## config.mk

```make
export PLATFORM = sky130hd
export DESIGN_NAME = scl_cfg_calc
export DESIGN_NICKNAME = d
export VERILOG_FILES = /design/src/rtl/scl_cfg_pkg.sv /design/src/rtl/scl_cfg_div.sv /design/src/rtl/scl_cfg_setup.sv /design/src/rtl/scl_cfg_calc.sv
export SDC_FILE = /design/constraint.sdc
export NUM_CORES = 1
export LEC_CHECK = 0
export ABC_AREA = 1
export BUFFER_PORTS_ARGS = -buffer_cell sky130_fd_sc_hd__buf_2
export CORE_MARGIN = 2
export CORE_UTILIZATION = 55
export CTS_CLUSTER_DIAMETER = 100
export DETAILED_ROUTE_END_ITERATION = 10
export GPL_TIMING_DRIVEN = 0
export PLACE_DENSITY = 0.77
export SLEW_MARGIN = 20
export SYNTH_ARGS = -nofsm -noshare
export SYNTH_HDL_FRONTEND = slang
export SYNTH_HIERARCHICAL = 1
export SYNTH_SLANG_ARGS = --single-unit
```

## constraint.sdc

```tcl
create_clock -name clk -period 5.6 [get_ports clk]
set_clock_uncertainty 0.1 [all_clocks]
set_input_delay 0.84 -clock clk [delete_from_list [all_inputs] [get_ports clk]]
set_output_delay 0.84 -clock clk [all_outputs]
set_load 0.03 [all_outputs]
```

## src/rtl/scl_cfg_pkg.sv

```systemverilog
package scl_cfg_pkg;

  typedef enum logic [1:0] {
    DIR_KEEP   = 2'd0,
    DIR_GROW   = 2'd1,
    DIR_SHRINK = 2'd2
  } scl_dir_e;

  typedef enum logic [1:0] {
    ST_IDLE = 2'd0,
    ST_LOAD = 2'd1,
    ST_RUN  = 2'd2
  } scl_state_e;

  // direction of one axis
  function automatic scl_dir_e dir_of(input int unsigned s, input int unsigned d);
    if (s < d)      return DIR_GROW;
    else if (s > d) return DIR_SHRINK;
    return DIR_KEEP;
  endfunction

  // power-of-two line skip, largest first
  function automatic logic [2:0] skip_of(input int unsigned s, input int unsigned d);
    if (s >= 4 * d)      return 3'd4;
    else if (s >= 2 * d) return 3'd2;
    return 3'd1;
  endfunction

  // rows left after skipping, rounded up
  function automatic int unsigned eff_rows(input int unsigned s, input logic [2:0] k);
    int unsigned sh;
    sh = k[2] ? 2 : (k[1] ? 1 : 0);
    return (s + 32'(k) - 1) >> sh;
  endfunction

  // line-buffer arrangement from width thresholds
  function automatic logic [2:0] lb_of(input int unsigned w, input logic yuv);
    if (w > 2560)      return 3'd2;
    else if (w > 1920) return 3'd3;
    else if (!yuv)     return 3'd4;
    else if (w > 1280) return 3'd0;
    return 3'd1;
  endfunction

  // offset fixed-point numerator
  function automatic int unsigned numer_of(input scl_dir_e dir, input int unsigned s);
    int unsigned base;
    case (dir)
      DIR_SHRINK, DIR_GROW: begin
        base = (2 * s < 3) ? 0 : (2 * s - 3);
        return (dir == DIR_SHRINK) ? (base << 11) : (base << 15);
      end
      default: return (s == 0) ? 0 : ((s - 1) << 12);
    endcase
  endfunction

endpackage

```

## src/rtl/scl_cfg_div.sv

```systemverilog
module scl_cfg_div #(
  parameter int NW = 29,
  parameter int DW = 13
) (
  input  logic          clk,
  input  logic          rst_n,
  input  logic          load,
  input  logic [NW-1:0] num,
  input  logic [DW-1:0] den,
  output logic [NW-1:0] quo,
  output logic          fin
);
  localparam int CNT_W = $clog2(NW + 1);

  logic [DW-1:0]    rem_q;
  logic [NW-1:0]    quo_q;
  logic [CNT_W-1:0] cnt_q;
  logic             act_q;

  logic [DW:0]   shifted;
  logic [DW+1:0] trial;
  logic          take_bit;

  assign shifted  = {rem_q, quo_q[NW-1]};
  assign trial    = {1'b0, shifted} - {2'b00, den};
  assign take_bit = ~trial[DW+1];

  always_ff @(posedge clk or negedge rst_n) begin
    if (!rst_n) begin
      rem_q <= '0;
      quo_q <= '0;
      cnt_q <= '0;
      act_q <= 1'b0;
    end else if (load) begin
      rem_q <= '0;
      quo_q <= num;
      cnt_q <= CNT_W'(NW);
      act_q <= 1'b1;
    end else if (act_q) begin
      if (cnt_q != '0) begin
        rem_q <= take_bit ? trial[DW-1:0] : shifted[DW-1:0];
        quo_q <= {quo_q[NW-2:0], take_bit};
        cnt_q <= cnt_q - 1'b1;
      end else begin
        act_q <= 1'b0;
      end
    end
  end

  assign quo = quo_q;
  assign fin = act_q && (cnt_q == '0);
endmodule

```

## src/rtl/scl_cfg_setup.sv

```systemverilog
module scl_cfg_setup
  import scl_cfg_pkg::*;
#(
  parameter int SIZE_W = 13,
  parameter int NUM_W  = SIZE_W + 16
) (
  input  logic [SIZE_W-1:0]          sw,
  input  logic [SIZE_W-1:0]          sh,
  input  logic [SIZE_W-1:0]          dw,
  input  logic [SIZE_W-1:0]          dh,
  input  logic                       yuv,
  output scl_dir_e                   hdir,
  output scl_dir_e                   vdir,
  output logic [2:0]                 skip,
  output logic [2:0]                 lb,
  output logic [1:0][NUM_W-1:0]      num,
  output logic [1:0][SIZE_W-1:0]     den,
  output logic [1:0]                 zden
);
  int unsigned vrows;

  always_comb begin
    hdir  = dir_of(32'(sw), 32'(dw));
    vdir  = dir_of(32'(sh), 32'(dh));
    skip  = skip_of(32'(sh), 32'(dh));
    lb    = lb_of(32'(sw), yuv);
    vrows = (vdir == DIR_SHRINK) ? eff_rows(32'(sh), skip) : 32'(sh);
    num[0] = NUM_W'(numer_of(hdir, 32'(sw)));
    num[1] = NUM_W'(numer_of(vdir, vrows));
    den[0] = dw - SIZE_W'(1);
    den[1] = dh - SIZE_W'(1);
    zden[0] = dw < SIZE_W'(2);
    zden[1] = dh < SIZE_W'(2);
  end
endmodule

```

## src/rtl/scl_cfg_calc.sv

```systemverilog
module scl_cfg_calc
  import scl_cfg_pkg::*;
#(
  parameter int SIZE_W = 13,
  parameter int FAC_W  = 16
) (
  input  logic              clk,
  input  logic              rst_n,
  input  logic              start,
  input  logic [SIZE_W-1:0] src_w,
  input  logic [SIZE_W-1:0] src_h,
  input  logic [SIZE_W-1:0] dst_w,
  input  logic [SIZE_W-1:0] dst_h,
  input  logic              yuv_in,
  output logic              busy,
  output logic              done,
  output logic [1:0]        hmode,
  output logic [1:0]        vmode,
  output logic [2:0]        vskip,
  output logic [2:0]        lb_mode,
  output logic [FAC_W-1:0]  hfactor,
  output logic [FAC_W-1:0]  vfactor,
  output logic [1:0]        div_err
);
  localparam int NUM_W = SIZE_W + 16;
  localparam int AXES  = 2;

  scl_state_e state_q;
  logic [SIZE_W-1:0] sw_q, sh_q, dw_q, dh_q;
  logic yuv_q;

  scl_dir_e hdir, vdir;
  logic [2:0] skip, lb;
  logic [AXES-1:0][NUM_W-1:0]  num;
  logic [AXES-1:0][SIZE_W-1:0] den;
  logic [AXES-1:0]             zden;
  logic [AXES-1:0][NUM_W-1:0]  quo;
  logic [AXES-1:0]             fin;

  // named events
  logic take_ev, load_ev, finish_ev;
  assign take_ev   = start && (state_q == ST_IDLE);
  assign load_ev   = (state_q == ST_LOAD);
  assign finish_ev = (state_q == ST_RUN) && (&fin);

  scl_cfg_setup #(.SIZE_W(SIZE_W), .NUM_W(NUM_W)) u_setup (
    .sw(sw_q), .sh(sh_q), .dw(dw_q), .dh(dh_q), .yuv(yuv_q),
    .hdir(hdir), .vdir(vdir), .skip(skip), .lb(lb),
    .num(num), .den(den), .zden(zden)
  );

  for (genvar g = 0; g < AXES; g++) begin : g_axis
    scl_cfg_div #(.NW(NUM_W), .DW(SIZE_W)) u_div (
      .clk(clk), .rst_n(rst_n), .load(load_ev),
      .num(num[g]), .den(den[g]), .quo(quo[g]), .fin(fin[g])
    );
  end

  always_ff @(posedge clk or negedge rst_n) begin
    if (!rst_n) begin
      state_q <= ST_IDLE;
      sw_q <= '0; sh_q <= '0; dw_q <= '0; dh_q <= '0; yuv_q <= 1'b0;
    end else begin
      case (state_q)
        ST_IDLE: if (take_ev) begin
          sw_q <= src_w; sh_q <= src_h; dw_q <= dst_w; dh_q <= dst_h;
          yuv_q <= yuv_in;
          state_q <= ST_LOAD;
        end
        ST_LOAD: state_q <= ST_RUN;
        ST_RUN:  if (finish_ev) state_q <= ST_IDLE;
        default: state_q <= ST_IDLE;
      endcase
    end
  end

  always_ff @(posedge clk or negedge rst_n) begin
    if (!rst_n) begin
      done <= 1'b0;
      hmode <= '0; vmode <= '0; vskip <= '0; lb_mode <= '0;
      hfactor <= '0; vfactor <= '0; div_err <= '0;
    end else begin
      done <= finish_ev;
      if (finish_ev) begin
        hmode   <= hdir;
        vmode   <= vdir;
        vskip   <= skip;
        lb_mode <= lb;
        hfactor <= zden[0] ? '0 : quo[0][FAC_W-1:0];
        vfactor <= zden[1] ? '0 : quo[1][FAC_W-1:0];
        div_err <= zden;
      end
    end
  end

  assign busy = (state_q != ST_IDLE);
endmodule

```

### After elaboration in Yosys (flattened, before gate mapping)

Cells that the tools add are included.

* add/sub/neg operators: 12
* $mul: 0
* divide/modulo/power cells: 0
* magnitude comparators: 13
* eq/ne operators: 8
* shift operators: 1
* mux-type cells: 66
* bitwise gates (word level): 2
* reductions and logical operators: 23

Operators by type and width (count)
* two-way mux 29 bit: 12
* two-way mux 13 bit: 8
* two-way mux 32 bit: 2
* two-way mux 18 bit: 2
* logical NOT 32 bit: 1
* < comparator 32 x 2 -> 1 bit, second input constant: 1
* two-way mux 16 bit: 2
* >> shifter 32 x 32 -> 32 bit: 1
* subtractor 32 x 1 -> 32 bit, second input constant: 1
* two-way mux 5 bit: 6
* subtractor 14 x 13 -> 15 bit: 2
* greater-than comparator 13 x 11 -> 1 bit, second input constant: 2
* greater-than comparator 13 bit: 2
* < comparator 13 bit: 2
* < comparator 13 x 2 -> 1 bit, second input constant: 2
* subtractor 13 x 1 -> 13 bit, second input constant: 2
* two-way mux 3 bit: 8
* subtractor 18 x 2 -> 18 bit, second input constant: 1
* two-way mux 1 bit: 17
* subtractor 17 x 1 -> 17 bit, second input constant: 1
* two-way mux 2 bit: 8
* >= comparator 13 x 15 -> 1 bit: 1
* subtractor 14 x 2 -> 15 bit, second input constant: 1
* adder 13 x 3 -> 14 bit: 1
* 18 further kinds: 39

* register bits: 196
* bits in latches: 0
* bits in writable memories: 0
* ROM bits: 0
* input bits: 56
* logic and storage cells: 147
* memories kept: 0

### Longest topological paths before layout

Gate-level depths: netlist of run 1.

* depth in word-level cells: 13
* depth in mapped cells: 39

### Modules after synthesis

Netlist of run 1, hierarchy kept.

Modules (own cells, without submodules)
* scl_cfg_div: instances 2, cells an instance 415, area an instance 3166.8 µm², sequential area each 1201.2 µm²
* scl_cfg_setup: instances 1, cells an instance 994, area an instance 5418.9 µm², sequential area each 0.0 µm²
* scl_cfg_calc: instances 1, cells an instance 501, area an instance 4182.8 µm², sequential area each 2502.4 µm²

### Least setup slack after synthesis of run 1

Ideal clock, no wire load.

* path kind: register to register
* from: reg sh_q[10]
* to: reg g_axis[1].u_div.quo_q[16]
* setup time: 130 ps
* arrival time: 4285 ps
* path slack: 1085 ps
* stages on the path, launching flop included: 36
* buffers on the path: 1
* clock period less this slack: 4515 ps
* cell sequence: dfrtp_1 -> ha_1 -> nand2_1 -> inv_2 -> nand2_1 -> nand2_1 -> a21boi_2 -> nand3_2 -> nor2_8 -> buf_6 -> inv_2 -> ha_1 -> inv_1 -> ha_1 -> inv_1 -> fa_1 -> inv_1 -> nand3_1 -> nand2_1 -> nand2_1 -> nand2_1 -> nand2_1 -> nand2_1 -> nand2_1 -> nand2_1 -> o21ai_0 -> o21ai_2 -> nand2_1 -> nor2_2 -> nand3_1 -> nand2_2 -> inv_2 -> o21ai_2 -> o21ai_1 -> a22oi_1 -> o21ai_0

RTL lines
* from (decl): line scl_cfg_calc.sv:29 `logic [SIZE_W-1:0] sw_q, sh_q, dw_q, dh_q;`
* from (signal assigned): line scl_cfg_calc.sv:66 `sw_q <= src_w; sh_q <= src_h; dw_q <= dst_w; dh_q <= dst_h;`
* to (signal assigned): line scl_cfg_div.sv:36 `quo_q <= num;`
* to (signal assigned): line scl_cfg_div.sv:42 `quo_q <= {quo_q[NW-2:0], take_bit};`
* to (decl): line scl_cfg_div.sv:16 `logic [NW-1:0] quo_q;`

==> impl_metrics.tcl, run 1 <==
set metrics [dict create \
    max_stage_delay_ns 0.41 \
    die_y_um 174 \
    routed_wirelength_mm 42.4 \
    cp_data_arrival_time_ns 5.49 \
    crit_path_max_fanout 10 \
    drive_above_1_share_pct 15.6 \
    grt.overflow.total 0 \
    reg2reg_from "dh_q[6]" \
    vias 15400 \
    ant_nets 0 \
    start_kind "register" \
    worst-path-buf-inv 7 \
    cap_violations 0 \
    grt_max_degree 79 \
    whs_ns 0.158 \
    setup_viol 0 \
    grt_pass1_vias 14600 \
    ys_seq_area_share_pct 30.8 \
    seq_area_um2 4920 \
    yosys_warnings 6 \
    syn_area_um2 15900 \
    final_cell_mix "nand2_1 (728), inv_1 (334), nand3_1 (235)" \
    start_util_pct 55.7 \
    cts_hold_buf 0 \
    cp_common_cell "nand2_1" \
    grt_use_total_pct 28.5 \
    yosys.cell_types.count 52 \
    worst_pin_slew_ns 0.795 \
    cts_tree "done" \
    core-area_um2 28600 \
    synthTopCellsByArea "dfrtp_1 (31%), nand2_1 (17%), ha_1 (8.2%)" \
    areaGrowthSynthToFinish_pct 12.1 \
    min_period_over_period_pct 94.4 \
    status "complete, no violations" \
    end_kind "register" \
    clock-sinks 196 \
    cp_slowest_cell "dfrtp_1" \
    cts_buffer_depth 2 \
    grt_antenna_before_repair 1 \
    port_buffers 100 \
    rows 62 \
    met1_usage_pct 40.5 \
    via_per_inst 5.34 \
    multi_input_area_um2 9130 \
    hold_class "in2async" \
    synthCells 2325 \
    gr-usage-met2_pct 45.9 \
    regToRegSetupSlack_ns 0.32 \
    worst_r2r_path_depth 36 \
    fin_crit_ns 5.28 \
    relSlewSlack_pct 46.5 \
    met3_usage_pct 3.81 \
    chipWidth_um 174 \
    clock_latency_ns 0.44 \
    cts_root_buf "clkbuf_16" \
    layout_commonest_cell "nand2_1" \
    fmax_mhz 189 \
    diodes 0 \
    clk_pin_slew_ns 0.09 \
    gp_congestion 0.948 \
    drcViolationCount 0 \
    worst-setup-path-type "reg2reg" \
    fillCellCount 2656 \
    grt_pass1_wl_mm 71.0 \
    synthDominantCellAreaShare_pct 30.8 \
    dieArea_um2 30400 \
    wl_per_cell_um 14.7 \
    worstPathRequired_ns 5.81 \
    synth-seq-cells 196 \
    drtIter0Drc 1209 \
    ios 102 \
    cp_top_family "simple AND/OR/NAND/NOR gates" \
    hold_viol_final 0 \
    ctsHtreeMaxLevel 4 \
    slew_violations 0 \
    grt.busiest_layer "met2" \
    place_hpwl_mm 33.6 \
    syn_avg_cell_area_um2 6.85 \
    synth_top_cell_by_area "dfrtp_1" \
    dr.pass1.iters 5 \
    nets 2643 \
    numCtsBuffers 17 \
    reg2reg_to "g_axis[1].u_div/quo[12]" \
]
-- cells by family (layout without fill, tap and decap cells) --
group	Yosys count	in the layout	synth area share (%)
DFF	196	196	30.8
xor gates and xnor gates	43	43	2.36
and+or+nand+nor	1295	1295	36.9
adders and majority gates	107	107	8.54
buffers and inverters	469	616	12.7
other	1	22	0.0235
AOI/OAI and AO/OA	214	214	8.70
-- worst max-delay path by stage --
stage / start / slack (ns) / end / cells past startpoint
finish: dh_q[6] / 0.32 / g_axis[1].u_div/quo[12] / 36
floorplan: sh_q[10] / 1.08 / g_axis[1].u_div/quo[16] / 35
CTS: sh_q[10] / 0.09 / g_axis[1].u_div/quo[12] / 35
global route: sh_q[3] / -0.02 / g_axis[1].u_div/quo[12] / 35
detailed placement: sh_q[6] / 0.14 / g_axis[1].u_div/quo[12] / 34
global placement: sh_q[10] / 0.20 / g_axis[1].u_div/quo[12] / 35
-- cells in the mapped netlist, drive strengths merged --
cell	number
a31oi	3
xor2	26
nor4	6
a22oi	18
o311ai	1
nor3	18
o221ai	31
or2	3
nand3b	15
o41ai	2
nand4	34
nand3	266
a21o	1
conb	1
buf	74
dfrtp	196
nor2	186
o21ai	80
o211ai	13
nor4b	1
a21boi	1
nand2	766
o21bai	4
clkbuf	21
inv	373
o22ai	6
fa	3
a32o	1
o21a	1
ha	104
clkinv	1
xnor2	17
a21oi	52
-- what timing repair did --
item                                    4_1_cts  5_1_grt
setup buffers                                 0       13
endpoints found under the setup margin        0       18
resized for setup                             0       23
-- worst register-to-register path: cells and delay by family, from the launching register on --
family	cells	cell delay (ns)
flops	1	0.41
simple gates	19	1.92
buf+inv	7	0.69
compound gates	6	0.94
fa+ha+maj	4	1.10
-- routing by layer --
metal / vias up / share of wire, % / wire length [um]
met1: 7130 / 47 / 20000
li1: 7688 / - / -
met3: 66 / 6.3 / 2660
met4: 2 / 1.9 / 818
met5: - / 0.031 / 13
met2: 474 / 45 / 19000
-- layout make-up --
class / instances / share of cell area, %
Multi-Input combinational cell: 1681 / 51.1
Sequential cell: 196 / 27.5
Inverter: 374 / 7.88
Timing Repair Buffer: 115 / 3.71
Buffer: 95 / 3.45
Tap cell: 384 / 2.69
Clock buffer: 17 / 2.38
Clock inverter: 15 / 1.26
-- registers in the layout (all words and copies together) (netlist names) --
register	cells
g_axis.u_div/quo	58
g_axis.u_div/rem_q	26
hfactor	16
vfactor	16
dh_q	13
dw_q	13
sh_q	13
sw_q	13
g_axis.u_div/cnt_q	10
lb_mode	3
vskip	3
div_err	2
g_axis.u_div/act_q	2
hmode	2
state_q	2
vmode	2
done	1
yuv_q	1
-- stage by stage --
stage	TNS [ns]	instance area, um2	worst slack, ns	util, %	cells
3_3_place_gp	0	17000	0.199	59.4	2830
2_1_floorplan	0	16000	1.08	-	2346
5_1_grt	-0.0198	17900	-0.0172	62.4	2877
6_report	0	17900	0.315	62.4	2877
4_1_cts	0	17700	0.0939	61.9	2864
3_5_place_dp	0	17100	0.140	59.6	2832
Power of run 1 is not shown: default switching activity piles up to over one toggle a cycle in this logic, so the estimate is an artifact.
==> run 2: changes to the inputs <==
- PLACE_DENSITY: 0.77 -> 0.78
- SYNTH_HIERARCHICAL: 1 -> unset
==> run 2 against run 1 <==
  * Synthesized cell count is 17% lower
  * First-iteration DRC count fell by 6.7%
  * Highest routed layer is now met4
  * Utilization increased by 0.49 points
  * Area after synthesis is 12% lower
  * Worst setup slack better by 0.12 ns
  * Worst hold slack better by 0.14 ns
  * Largest cell class unchanged
  * Routed wire length decreased by 3.2%
  * Sequential cell count unchanged
==> impl_metrics.tcl, run 2 <==
set metrics [dict create \
    largest_reg_flops 58 \
    synthTopCellsByArea "dfrtp_1 (35%), nand2_1 (13%), ha_1 (8.3%)" \
    drive_above_1_share_pct 13.8 \
    whs_ns 0.295 \
    ant_nets 0 \
    end_kind "register" \
    drtIter0Drc 1128 \
    syn_area_um2 14000 \
    chipWidth_um 163 \
    rsz0062_at_grt "no" \
    grt_max_degree 103 \
    synthArstFlopShare_pct 100 \
    rows 58 \
    cp_common_cell "nand2_1" \
    stdcell_count 2406 \
    synth-xor-area-share_pct 3.64 \
    synth_compound_area_share_pct 14.3 \
    fillCellCount 2312 \
    cts_tree "done" \
    worstPathRequired_ns 5.88 \
    min_period_over_period_pct 92.2 \
    cts_root_buf "clkbuf_16" \
    cp_data_arrival_time_ns 5.44 \
    synth_common_cells "nand2_1 (489), inv_1 (230), dfrtp_1 (196), o21ai_0 (182), nor2_1 (147)" \
    ctsHtreeMaxLevel 4 \
    layout_commonest_cell "nand2_1" \
    hold_class "in2async" \
    synthDominantCellAreaShare_pct 35.2 \
    synthSimpleGateAreaFrac_pct 29.5 \
    start_kind "register" \
    hold_viol_final 0 \
    synth-edff-count 0 \
    clock_latency_ns 0.44 \
    max_stage_delay_ns 0.51 \
    ys_seq_area_share_pct 35.2 \
    numCtsBuffers 17 \
    yosysMostFrequentCell "nand2_1" \
    slew_violations 0 \
    syn_avg_cell_area_um2 7.24 \
    setup_viol 0 \
    ios 102 \
    yosys_warnings 0 \
    synth_nets 2079 \
    fmax_mhz 194 \
    cap_violations 0 \
    worst_pin_slew_ns 1.12 \
    cp_slowest_cell "dfrtp_2" \
    grt_pass1_vias 13100 \
    cts_hold_buf 0 \
    grt.overflow.total 0 \
    crit_path_max_fanout 10 \
    synthAdderAreaFrac_pct 8.68 \
    placed_cells 2360 \
    die_y_um 163 \
    status "complete, no violations" \
    drcViolationCount 0 \
    dr.pass1.iters 7 \
    synthCells 1928 \
    place_hpwl_mm 31.7 \
    fin_crit_ns 5.16 \
    clock-sinks 196 \
    pre_cts_ws_ns -0.124 \
    synth_top_cell_by_area "dfrtp_1" \
    start_util_pct 55.7 \
    core-area_um2 25000 \
    routed_wirelength_mm 41.1 \
    synthMuxAreaShare_pct 0 \
    diodes 0 \
    synthFlopType "dfrtp_1" \
    gp_congestion 0.963 \
    via_per_inst 5.66 \
    grt_pass1_wl_mm 66.8 \
    final_cell_mix "nand2_1 (486), inv_1 (224), dfrtp_1 (185)" \
    fin_tns_setup_ns 0 \
    grt_use_total_pct 31.6 \
    vias 13600 \
    areaGrowthSynthToFinish_pct 12.9 \
    wl_per_cell_um 17.1 \
    worst-setup-path-type "reg2reg" \
    cts_buffer_depth 2 \
    setup_slack_ns 0.437 \
    synth-seq-cells 196 \
    nets 2214 \
    relSlewSlack_pct 24.3 \
    clk_pin_slew_ns 0.09 \
    yosys.cell_types.count 57 \
    grt_antenna_before_repair 0 \
    synth_top_family_by_area "simple AND/OR/NAND/NOR gates" \
    dieArea_um2 26700 \
    port_buffers 101 \
]
-- run 2: cell count changes after synthesis, moves of 12 or more --
cell and delta:
inv_1 -110, nand2_1 -241, o22ai_1 +26, buf_2 -28, xor2_1 +20, nand3_2 -18, clkbuf_1 +25, ha_1 -12
nand3_1 -99, buf_4 -27, o21ai_0 +135, o21ai_1 -12, a22oi_1 -18, o221ai_1 -18
-- run 2: cell families (layout without fill, tap and decap cells) --
logic type | Yosys count | in the layout
buf+inv | 317 | 465
simple gates | 912 | 912
fa+ha+maj | 95 | 95
xor+xnor | 58 | 58
flops | 196 | 196
compound gates | 350 | 350
-- run 2: stage by stage --
| stage | util, % | cell area [um2] |
|---|---|---|
| 6_report | 62.9 | 15700 |
| 5_1_grt | 62.9 | 15700 |
| 4_1_cts | 62.3 | 15600 |
| 3_5_place_dp | 59.5 | 14900 |
| 3_3_place_gp | 59.4 | 14900 |
| 2_1_floorplan | - | 14000 |
-- run 2: worst paths after layout --
| check | endpoint | from | slack [ns] | cells after the start |
|---|---|---|---|---|
| max in group asynchronous | vfactor[10] | rst_n | 4.14 | 2 |
| max | g_axis[1].u_div.quo[14] | sh_q[6] | 0.44 | 37 |
| min reg2reg | lb_mode[0] | lb_mode[0] | 0.39 | 2 |
| max reg2reg | g_axis[1].u_div.quo[14] | sh_q[6] | 0.44 | 37 |
| min | g_axis[0].u_div.rem_q[5] | rst_n | 0.30 | 1 |
| min in group clk | lb_mode[0] | lb_mode[0] | 0.39 | 2 |
-- run 2: per-layer routing --
metal	GRT usage, %	share of wire, %	vias up
met5	0	0	-
met4	11.1	3.2	0
met3	3.22	4.4	72
met2	57.1	50	426
met1	39.1	42	6510
li1	-	-	6609
-- run 2: final cells by class --
class | count | area, um2 | area share, %
multi-input cells | 1415 | 7880 | 50.0
flip-flops and latches | 196 | 4920 | 31.2
inverters | 259 | 977 | 6.21
repair buffers | 116 | 648 | 4.12
clock buffers | 17 | 425 | 2.70
well taps | 330 | 413 | 2.62
plain buffers | 58 | 246 | 1.57
clock inverters | 15 | 236 | 1.50
-- run 2: worst max-delay path, delay by kind of cell, from the launching register on --
kind,cells,cell delay (ns)
and+or+nand+nor,25,2.39
buffers and inverters,6,0.61
DFF,1,0.51
AOI/OAI and AO/OA,2,0.31
adders and majority gates,4,1.17
-- run 2: repair_timing --
item,4_1_cts,5_1_grt
endpoints found under the hold margin,0,0
gates resized for setup,9,22
setup endpoints to repair,18,18
setup buffers,2,12
pin swaps,2,4
Power of run 2 is left out for the same reason.
